`config.mk`:
```
export PLATFORM = sky130hd
export DESIGN_NAME = fp_widen_unit
export DESIGN_NICKNAME = d
export VERILOG_FILES = /design/src/rtl/fpw_pkg.sv /design/src/rtl/fp_lzc.sv /design/src/rtl/fp_widen_lane.sv /design/src/rtl/fp_widen_sel.sv /design/src/rtl/fp_widen_unit.sv
export SDC_FILE = /design/constraint.sdc
export NUM_CORES = 1
export LEC_CHECK = 0
export BUFFER_PORTS_ARGS = -buffer_cell sky130_fd_sc_hd__buf_2
export CAP_MARGIN = 30
export CORE_ASPECT_RATIO = 1.1
export CORE_MARGIN = 2
export CORE_UTILIZATION = 50
export DETAILED_ROUTE_END_ITERATION = 8
export PLACE_DENSITY = 0.69
export SYNTH_ARGS = -nofsm -noshare
export SYNTH_HDL_FRONTEND = slang
export SYNTH_SLANG_ARGS = --single-unit
```
`constraint.sdc`:
```
create_clock -name clk -period 9.76 [get_ports clk]
set_input_delay 1.952 -clock clk [delete_from_list [all_inputs] [get_ports clk]]
set_output_delay 1.952 -clock clk [all_outputs]
set_load 0.1 [all_outputs]
```
`src/rtl/fpw_pkg.sv`:
```
package fpw_pkg;

    localparam int EXT_EXP_W  = 15;
    localparam int EXT_FRAC_W = 63;
    localparam int EXT_W      = 1 + EXT_EXP_W + 1 + EXT_FRAC_W;
    localparam int EXT_BIAS   = (1 << (EXT_EXP_W - 1)) - 1;

    localparam int SGL_EXP_W  = 8;
    localparam int SGL_FRAC_W = 23;
    localparam int DBL_EXP_W  = 11;
    localparam int DBL_FRAC_W = 52;

    typedef enum logic [1:0] {
        FMT_SGL  = 2'b00,
        FMT_DBL  = 2'b01,
        FMT_EXT  = 2'b10,
        FMT_EXT2 = 2'b11
    } fmt_e;

    typedef enum logic [2:0] {
        CLS_ZERO,
        CLS_SUB,
        CLS_NORM,
        CLS_INF,
        CLS_NAN
    } cls_e;

    typedef struct packed {
        logic                  sign;
        logic [EXT_EXP_W-1:0]  exp;
        logic                  int_bit;
        logic [EXT_FRAC_W-1:0] frac;
    } ext_fp_t;

    typedef struct packed {
        ext_fp_t val;
        logic    inv;
        logic    den;
    } widen_res_t;

    function automatic cls_e classify(input logic exp_zero, input logic exp_ones,
                                      input logic frac_zero);
        if (exp_zero)      return frac_zero ? CLS_ZERO : CLS_SUB;
        else if (exp_ones) return frac_zero ? CLS_INF : CLS_NAN;
        else               return CLS_NORM;
    endfunction

    function automatic ext_fp_t make_ext(input logic s, input logic [EXT_EXP_W-1:0] e,
                                         input logic j, input logic [EXT_FRAC_W-1:0] f);
        ext_fp_t r;
        r.sign    = s;
        r.exp     = e;
        r.int_bit = j;
        r.frac    = f;
        return r;
    endfunction

endpackage

```
`src/rtl/fp_lzc.sv`:
```
module fp_lzc #(
    parameter int W = 23,
    localparam int CW = $clog2(W + 1)
) (
    input  logic [W-1:0]  vec,
    output logic [CW-1:0] cnt
);
    always_comb begin
        cnt = CW'(W);
        for (int i = 0; i < W; i++) begin
            if (vec[i]) cnt = CW'(W - 1 - i);
        end
    end
endmodule

```
`src/rtl/fp_widen_lane.sv`:
```
module fp_widen_lane
    import fpw_pkg::*;
#(
    parameter int EXP_W  = 8,
    parameter int FRAC_W = 23
) (
    input  logic [EXP_W+FRAC_W:0] src,
    output widen_res_t            res
);
    localparam int BIAS_IN  = (1 << (EXP_W - 1)) - 1;
    localparam int BIAS_ADJ = EXT_BIAS - BIAS_IN;
    localparam int PAD_W    = EXT_FRAC_W - FRAC_W;
    localparam int LZ_W     = $clog2(FRAC_W + 1);

    logic                  sgn;
    logic [EXP_W-1:0]      e;
    logic [FRAC_W-1:0]     f;
    logic [LZ_W-1:0]       lz;
    logic [EXT_FRAC_W-1:0] f_al;
    logic [EXT_FRAC_W-1:0] f_norm;
    logic [EXT_EXP_W-1:0]  exp_norm;
    logic [EXT_EXP_W-1:0]  exp_sub;
    cls_e                  cls;

    assign sgn = src[EXP_W+FRAC_W];
    assign e   = src[EXP_W+FRAC_W-1:FRAC_W];
    assign f   = src[FRAC_W-1:0];

    fp_lzc #(.W(FRAC_W)) lzc_i (.vec(f), .cnt(lz));

    assign f_al     = {f, {PAD_W{1'b0}}};
    assign f_norm   = f_al << ({1'b0, lz} + 1'b1);
    assign exp_norm = EXT_EXP_W'(BIAS_ADJ) + EXT_EXP_W'(e);
    assign exp_sub  = EXT_EXP_W'(BIAS_ADJ) - EXT_EXP_W'(lz);
    assign cls      = classify(~|e, &e, ~|f);

    always_comb begin
        res.inv = 1'b0;
        res.den = 1'b0;
        unique case (cls)
            CLS_ZERO: res.val = make_ext(sgn, '0, 1'b0, '0);
            CLS_SUB: begin
                res.val = make_ext(sgn, exp_sub, 1'b1, f_norm);
                res.den = 1'b1;
            end
            CLS_INF:  res.val = make_ext(sgn, '1, 1'b1, '0);
            CLS_NAN: begin
                res.val = make_ext(sgn, '1, 1'b1,
                                   f_al | {1'b1, {(EXT_FRAC_W-1){1'b0}}});
                res.inv = ~f[FRAC_W-1];
            end
            default:  res.val = make_ext(sgn, exp_norm, 1'b1, f_al);
        endcase
    end
endmodule

```
`src/rtl/fp_widen_sel.sv`:
```
module fp_widen_sel
    import fpw_pkg::*;
(
    input  logic [1:0]       fmt_sel,
    input  widen_res_t       sgl_res,
    input  widen_res_t       dbl_res,
    input  logic [EXT_W-1:0] ext_src,
    output widen_res_t       sel_res
);
    always_comb begin
        unique case (fmt_e'(fmt_sel))
            FMT_SGL: sel_res = sgl_res;
            FMT_DBL: sel_res = dbl_res;
            default: begin
                sel_res.val = ext_fp_t'(ext_src);
                sel_res.inv = 1'b0;
                sel_res.den = 1'b0;
            end
        endcase
    end
endmodule

```
`src/rtl/fp_widen_unit.sv`:
```
module fp_widen_unit
    import fpw_pkg::*;
#(
    parameter bit REGISTERED = 1'b1
) (
    input  logic             clk,
    input  logic             rst,
    input  logic             in_valid,
    input  logic [1:0]       fmt_sel,
    input  logic [EXT_W-1:0] src_bits,
    output logic             out_valid,
    output logic [EXT_W-1:0] result,
    output logic             flag_invalid,
    output logic             flag_denorm
);
    localparam int SGL_W = 1 + SGL_EXP_W + SGL_FRAC_W;
    localparam int DBL_W = 1 + DBL_EXP_W + DBL_FRAC_W;

    widen_res_t sgl_res, dbl_res, sel_res, gated;

    fp_widen_lane #(.EXP_W(SGL_EXP_W), .FRAC_W(SGL_FRAC_W)) sgl_lane_i (
        .src(src_bits[SGL_W-1:0]), .res(sgl_res));

    fp_widen_lane #(.EXP_W(DBL_EXP_W), .FRAC_W(DBL_FRAC_W)) dbl_lane_i (
        .src(src_bits[DBL_W-1:0]), .res(dbl_res));

    fp_widen_sel sel_i (
        .fmt_sel(fmt_sel), .sgl_res(sgl_res), .dbl_res(dbl_res),
        .ext_src(src_bits), .sel_res(sel_res));

    assign gated = in_valid ? sel_res : '0;

    generate
        if (REGISTERED) begin : g_reg
            widen_res_t q;
            logic       v_q;
            always_ff @(posedge clk) begin
                if (rst) begin
                    q   <= '0;
                    v_q <= 1'b0;
                end else begin
                    q   <= gated;
                    v_q <= in_valid;
                end
            end
            assign out_valid    = v_q;
            assign result       = q.val;
            assign flag_invalid = q.inv;
            assign flag_denorm  = q.den;
        end else begin : g_comb
            assign out_valid    = in_valid;
            assign result       = gated.val;
            assign flag_invalid = gated.inv;
            assign flag_denorm  = gated.den;
        end
    endgenerate
endmodule

```
======== Yosys cells after proc, flatten, opt, wreduce, memory -nomap -nowiden ========
Cells that the tools add are included.
storage, ports and cells
  register bits ........................... 83
  logic and storage cells ................. 125
cells by class
  $add $sub $neg .......................... 6
  equality and inequality tests ........... 7
  shift operators ......................... 2
  muxes and demuxes ....................... 90
  bitwise gates (word level) .............. 3
  reduce and logical (&&, ||, !) cells .... 10
operator list
  operator                                                             count
  79-bit one-hot mux with 4 select lines                               2
  6-bit two-way mux                                                    51
  82-bit one-hot mux with 2 select lines                               1
  5-bit two-way mux                                                    22
  63-bit by 6-bit << shifter with 63-bit output                        1
  63-bit by 7-bit << shifter with 63-bit output                        1
  52-bit OR reduction                                                  1
  23-bit OR reduction                                                  1
  3-bit two-way mux                                                    7
  14-bit by 11-bit adder with 15-bit output, first input constant      1
  14-bit by 8-bit adder with 15-bit output, first input constant       1
  14-bit by 5-bit subtractor with 15-bit output, first input constant  1
  14-bit by 6-bit subtractor with 15-bit output, first input constant  1
  11-bit AND reduction                                                 1
  11-bit OR reduction                                                  1
  8-bit AND reduction                                                  1
  8-bit OR reduction                                                   1
  6-bit by 1-bit adder with 7-bit output, second input constant        1
  1-bit two-way mux                                                    7
  5-bit by 1-bit adder with 6-bit output, second input constant        1
  3-bit by 1-bit == test with 1-bit output, second input constant      2
  3-bit by 2-bit == test with 1-bit output, second input constant      2
  3-bit == test, second input constant                                 2
  3-bit zero test                                                      2
  other kinds (4)                                                      6

======== Logic depth before layout (Yosys ltp) ========
  depth in word-level cells ............... 56
  depth in mapped cells ................... 26

======== Hierarchy ========
From an unflattened synthesis, not the netlist that was laid out.
unflattened totals
  cells, all modules ...................... 1437
  area, all modules ....................... 11862.6 µm²
by module, submodules not included
  module                      instances  cells each  area each (µm²)  seq. area each (µm²)
  fp_widen_lane (dbl_lane_i)  1          566         4536.9           0.0
  fp_widen_unit               1          184         2527.4           1661.6
  fp_widen_lane (sgl_lane_i)  1          261         2142.1           0.0
  fp_widen_sel                1          271         1794.2           0.0
  fp_lzc (dbl_lane_i.lzc_i)   1          113         625.6            0.0
  fp_lzc (sgl_lane_i.lzc_i)   1          42          236.5            0.0

======== Worst setup path after synthesis ========
Ideal clock, no wire load.
  kind .................................... input -> register
  start ................................... in src_bits[8]
  end ..................................... reg g_reg.q, in the netlist result[62]
  setup time .............................. 0.116 ns
  data arrival time ....................... 6.398 ns
  required time ........................... 9.644 ns
  path slack .............................. 3.247 ns
  stages .................................. 18
  buffers on the path ..................... 8
  cells stage by stage .................... buf_2 or3_1 o211a_1 a221o_1 buf_6 a21oi_4 buf_2 buf_2 ha_1 clkbuf_1 inv_1 clkbuf_1 clkbuf_1 clkbuf_1 mux2_2 a32oi_1 o22ai_1 a31o_1
on the way
  cells in the longest elaborated chain, start to end .. 48
  elaborated cells on any way between the ends .. 84
  those cells by class .................... add/sub (2); eq/ne (6); shift (2); mux (70); reduce/logical (4)
RTL lines
  item                                           RTL line             RTL
  start, declared                                fp_widen_unit.sv:10  input logic [EXT_W-1:0] src_bits,
  6-bit two-way mux (44 in series)               fp_lzc.sv:11         if (vec[i]) cnt = CW'(W - 1 - i);
  6-bit by 1-bit adder with 7-bit output         fp_widen_lane.sv:32  assign f_norm = f_al << ({1'b0, lz} + 1'b1);
  63-bit by 7-bit << shifter with 63-bit output  fp_widen_lane.sv:32
  79-bit one-hot mux with 4 select lines         fp_widen_lane.sv:40  unique case (cls)
  82-bit one-hot mux with 2 select lines *       fp_widen_sel.sv:11   unique case (fmt_e'(fmt_sel))
  end signal, assigned                           fp_widen_unit.sv:42  q <= gated;
  end, declared                                  fp_widen_unit.sv:35  widen_res_t q;
Every way passes the cells marked *; elsewhere a longest branch is shown, timed or not.
A chain may end at the register's enable or synchronous reset.

======== Final worst setup path ========
  start ................................... in src_bits[21]
  end ..................................... reg g_reg.q, in the netlist result[47]
on the way
  cells in the longest elaborated chain, start to end .. 35
  elaborated cells on any way between the ends .. 58
  those cells by class .................... add/sub (2); eq/ne (6); shift (2); mux (44); reduce/logical (4)
RTL lines
  item                                           RTL line
  6-bit two-way mux (31 in series)               fp_lzc.sv:11
  6-bit by 1-bit adder with 7-bit output         fp_widen_lane.sv:32
  63-bit by 7-bit << shifter with 63-bit output  fp_widen_lane.sv:32
  79-bit one-hot mux with 4 select lines         fp_widen_lane.sv:40
  82-bit one-hot mux with 2 select lines *       fp_widen_sel.sv:11
Marked as above.

==> metrics <==
TritonCTS buffer count=9; wire per inst=32.9 µm; Crit path arrival time=7.96 ns; max-capacitance violation count=0; sequential share of the synthesized area=0.157; post-synthesis cell area=10,600 µm²; detailed-route DRC error count=0; Pwr Density=124 nW/µm²; Mapped Avg Cell Area=7.32 µm²; Row Count=55; Post-synth top cells=nand2_1, nor2_1, clkbuf_1; status=finished, final reports clean; first-pass iteration count of the detailed router=8; DIE AREA=22,400 µm²; minimum clock period=7.80 ns; final hold vios=0; CP max FO=73; total power=1.43 mW; hold buffers post-CTS=0; Ys Warns=0; final setup violation count=0; Critical Path Start Type=input port; Post-synth EDFFs=0; I/O pin total=168; # nets final=1,573; cells after synthesis=1,447; Peak Freq=0.128 GHz; Yosys reg bits=83; # resized after CTS=0; vias in the first global route=12,300; Crit Path Class=input port to flip-flop; vias=13,600; CTS H-tree depth=3; Switching Share=0.484; initial drt markers=2,580; hold endpoint=result[76]; Util after Layout=0.562; setup TNS=0 ns; Logic pwr share=0.517; Finished Layout Cells=1,745; starting density of the core=0.513; clock network fraction of total power=0.233; Port-buffer cells=167; Reg clk slew, reported paths=0.06 ns; final WL=57,400 µm; Leak Pwr=4.87 nW; Synth-to-Final Area Change=9.59%; Async SR Flop Fraction=0; worst rel slew slack=0.291; CTS tree=done; GRT Overall Usage=0.500; Final HPWL DP=39,600 µm; min-delay src=src_bits[76]; unique cell type count in the Yosys netlist=87; net switching power=0.694 mW; hold crit path type=input port to flip-flop; Worst EP required=9.92 ns; top cells by area, synth=dfxtp_1, mux2i_1, mux4_2, nand2_1, nor2_1; top-count cell post-synth=nand2_1; Core ar.=20,600 µm²; initial antenna violation count=1; Hold Path Depth=2; clk root buf=clkbuf_16; cell taking the most area after synthesis=dfxtp_1; Cells after DPL=1,729; Int Pwr=0.740 mW; largest net degree at the start of global routing=74; syn nets=1,536; share of the synthesized area in the top cell type=0.157; Sink Count=83; Die Wd=143 µm; Max Root-Sink Buffers=2; final period utilization=0.799; Setup Buffers After CTS=0; worst slew pin tran=1.06 ns; total grt overflow=0; global placer's final weighted congestion=1.06; RSZ-0062 raised after global routing=no; diode count=0; DR vias/cell=7.79; Die Y=157 µm; global-route wire length before repair=81,900 µm; VDD IR max=0.0000807 V; Pins Over Slew Limit=0; share of post-route cells with drive strength above 1=0.199; Synth Flop Type=dfxtp_1; CP endpoint kind=flip-flop; register share of total power=0.249; antenna viol nets, final=0
-- cells in the final DEF (no fill, tap or decap), drive strengths merged, types with 12 or more instances in the layout --
| cell type | Yosys | final |
|---|---|---|
| a221oi | 12 | 12 |
| and2 | 12 | 12 |
| a211o | 12 | 12 |
| dfxtp | 83 | 83 |
| a22oi | 30 | 30 |
| o21ai | 95 | 95 |
| nor3 | 48 | 48 |
| nor2 | 130 | 130 |
| buf | 46 | 198 |
| nand2 | 142 | 142 |
| nor4 | 30 | 30 |
| a31oi | 26 | 26 |
| a21o | 12 | 12 |
| and3 | 15 | 15 |
| mux4 | 33 | 33 |
| or3 | 13 | 13 |
| mux2 | 15 | 15 |
| nand4 | 17 | 17 |
| o211ai | 31 | 31 |
| inv | 23 | 27 |
| a21oi | 81 | 81 |
| a211oi | 23 | 23 |
| nand3 | 45 | 45 |
| or4 | 22 | 22 |
| nand2b | 13 | 13 |
| mux2i | 120 | 120 |
-- flip-flops by register name, indices dropped and copies added (netlist names) --
signal / flops
flag_denorm: 1
result: 80
flag_invalid: 1
out_valid: 1
-- critical path, cell delays in order --
cell and delay (ns):
buf_2 0.46, inv_1 0.28, a221oi_4 0.57, nor2_1 0.14, a221o_1 0.53, a21oi_4 0.19
buf_4 0.38, inv_8 0.22, ha_1 0.34, inv_1 0.10, o21ai_0 0.08, o211ai_1 0.29
buf_12 0.37, mux2i_1 0.32, mux2i_1 0.14, o211ai_1 0.73, mux2i_1 0.30, a32oi_1 0.28
o21ai_0 0.19
-- how the worst max path moves through the flow --
| stage | startpoint | to | slack, ns | cells past startpoint |
|---|---|---|---|---|
| after floorplan | src_bits[8] | result[62] | 3.25 | 18 |
| after global routing | src_bits[21] | result[55] | 1.84 | 19 |
| final | src_bits[21] | result[47] | 1.96 | 19 |
| after global placement | src_bits[21] | result[47] | 2.06 | 19 |
| after CTS | src_bits[21] | result[45] | 2.38 | 18 |
| after detailed placement | src_bits[21] | result[45] | 2.04 | 18 |
-- power groups by stage --
| stage | clock (mW) | sequential [mW] | combinational, mW |
|---|---|---|---|
| floorplan | 0 | 0.472 | 0.387 |
| global placement | 0 | 0.365 | 0.695 |
| detailed placement | 0 | 0.365 | 0.698 |
| CTS | 0.334 | 0.357 | 0.701 |
| global route | 0.346 | 0.358 | 0.758 |
| finish | 0.335 | 0.357 | 0.742 |
-- cells by family (layout without fill, tap and decap cells) --
kind of cell | Yosys count | count (layout) | share of synthesized area
buf+inv | 196 | 238 | 0.0777
mux | 168 | 168 | 0.200
fa+ha+maj | 4 | 4 | 0.00473
flops | 83 | 83 | 0.157
simple gates | 511 | 511 | 0.234
xor+xnor | 10 | 10 | 0.00827
compound gates | 475 | 475 | 0.319
-- routing by layer --
metal  global-route usage  share of wire  routed length (µm)
met3                0.173           0.17                9590
met5                    0        0.00023                  13
met4                0.314          0.084                4840
met1                0.658           0.36               20900
met2                0.692           0.38               22000
-- stage by stage --
step                      hold WS [ns]  setup slack (ns)  cell area (µm²)
after floorplan                   2.06              3.25            10600
after global placement            2.15              2.06            11300
after detailed placement          2.15              2.04            11300
after CTS                         1.80              2.38            11600
after global routing              1.81              1.84            11600
final                             1.80              1.96            11600
-- area by class of cell --
cell class / count / area [µm²]
Fill cell: 2032 / 9040
Multi-Input combinational cell: 1168 / 8150
Sequential cell: 83 / 1660
Timing Repair Buffer: 198 / 1090
Tap cell: 256 / 320
Clock buffer: 9 / 225
Inverter: 24 / 97.6
Clock inverter: 7 / 58.8
(Power assumes the default switching activity.)
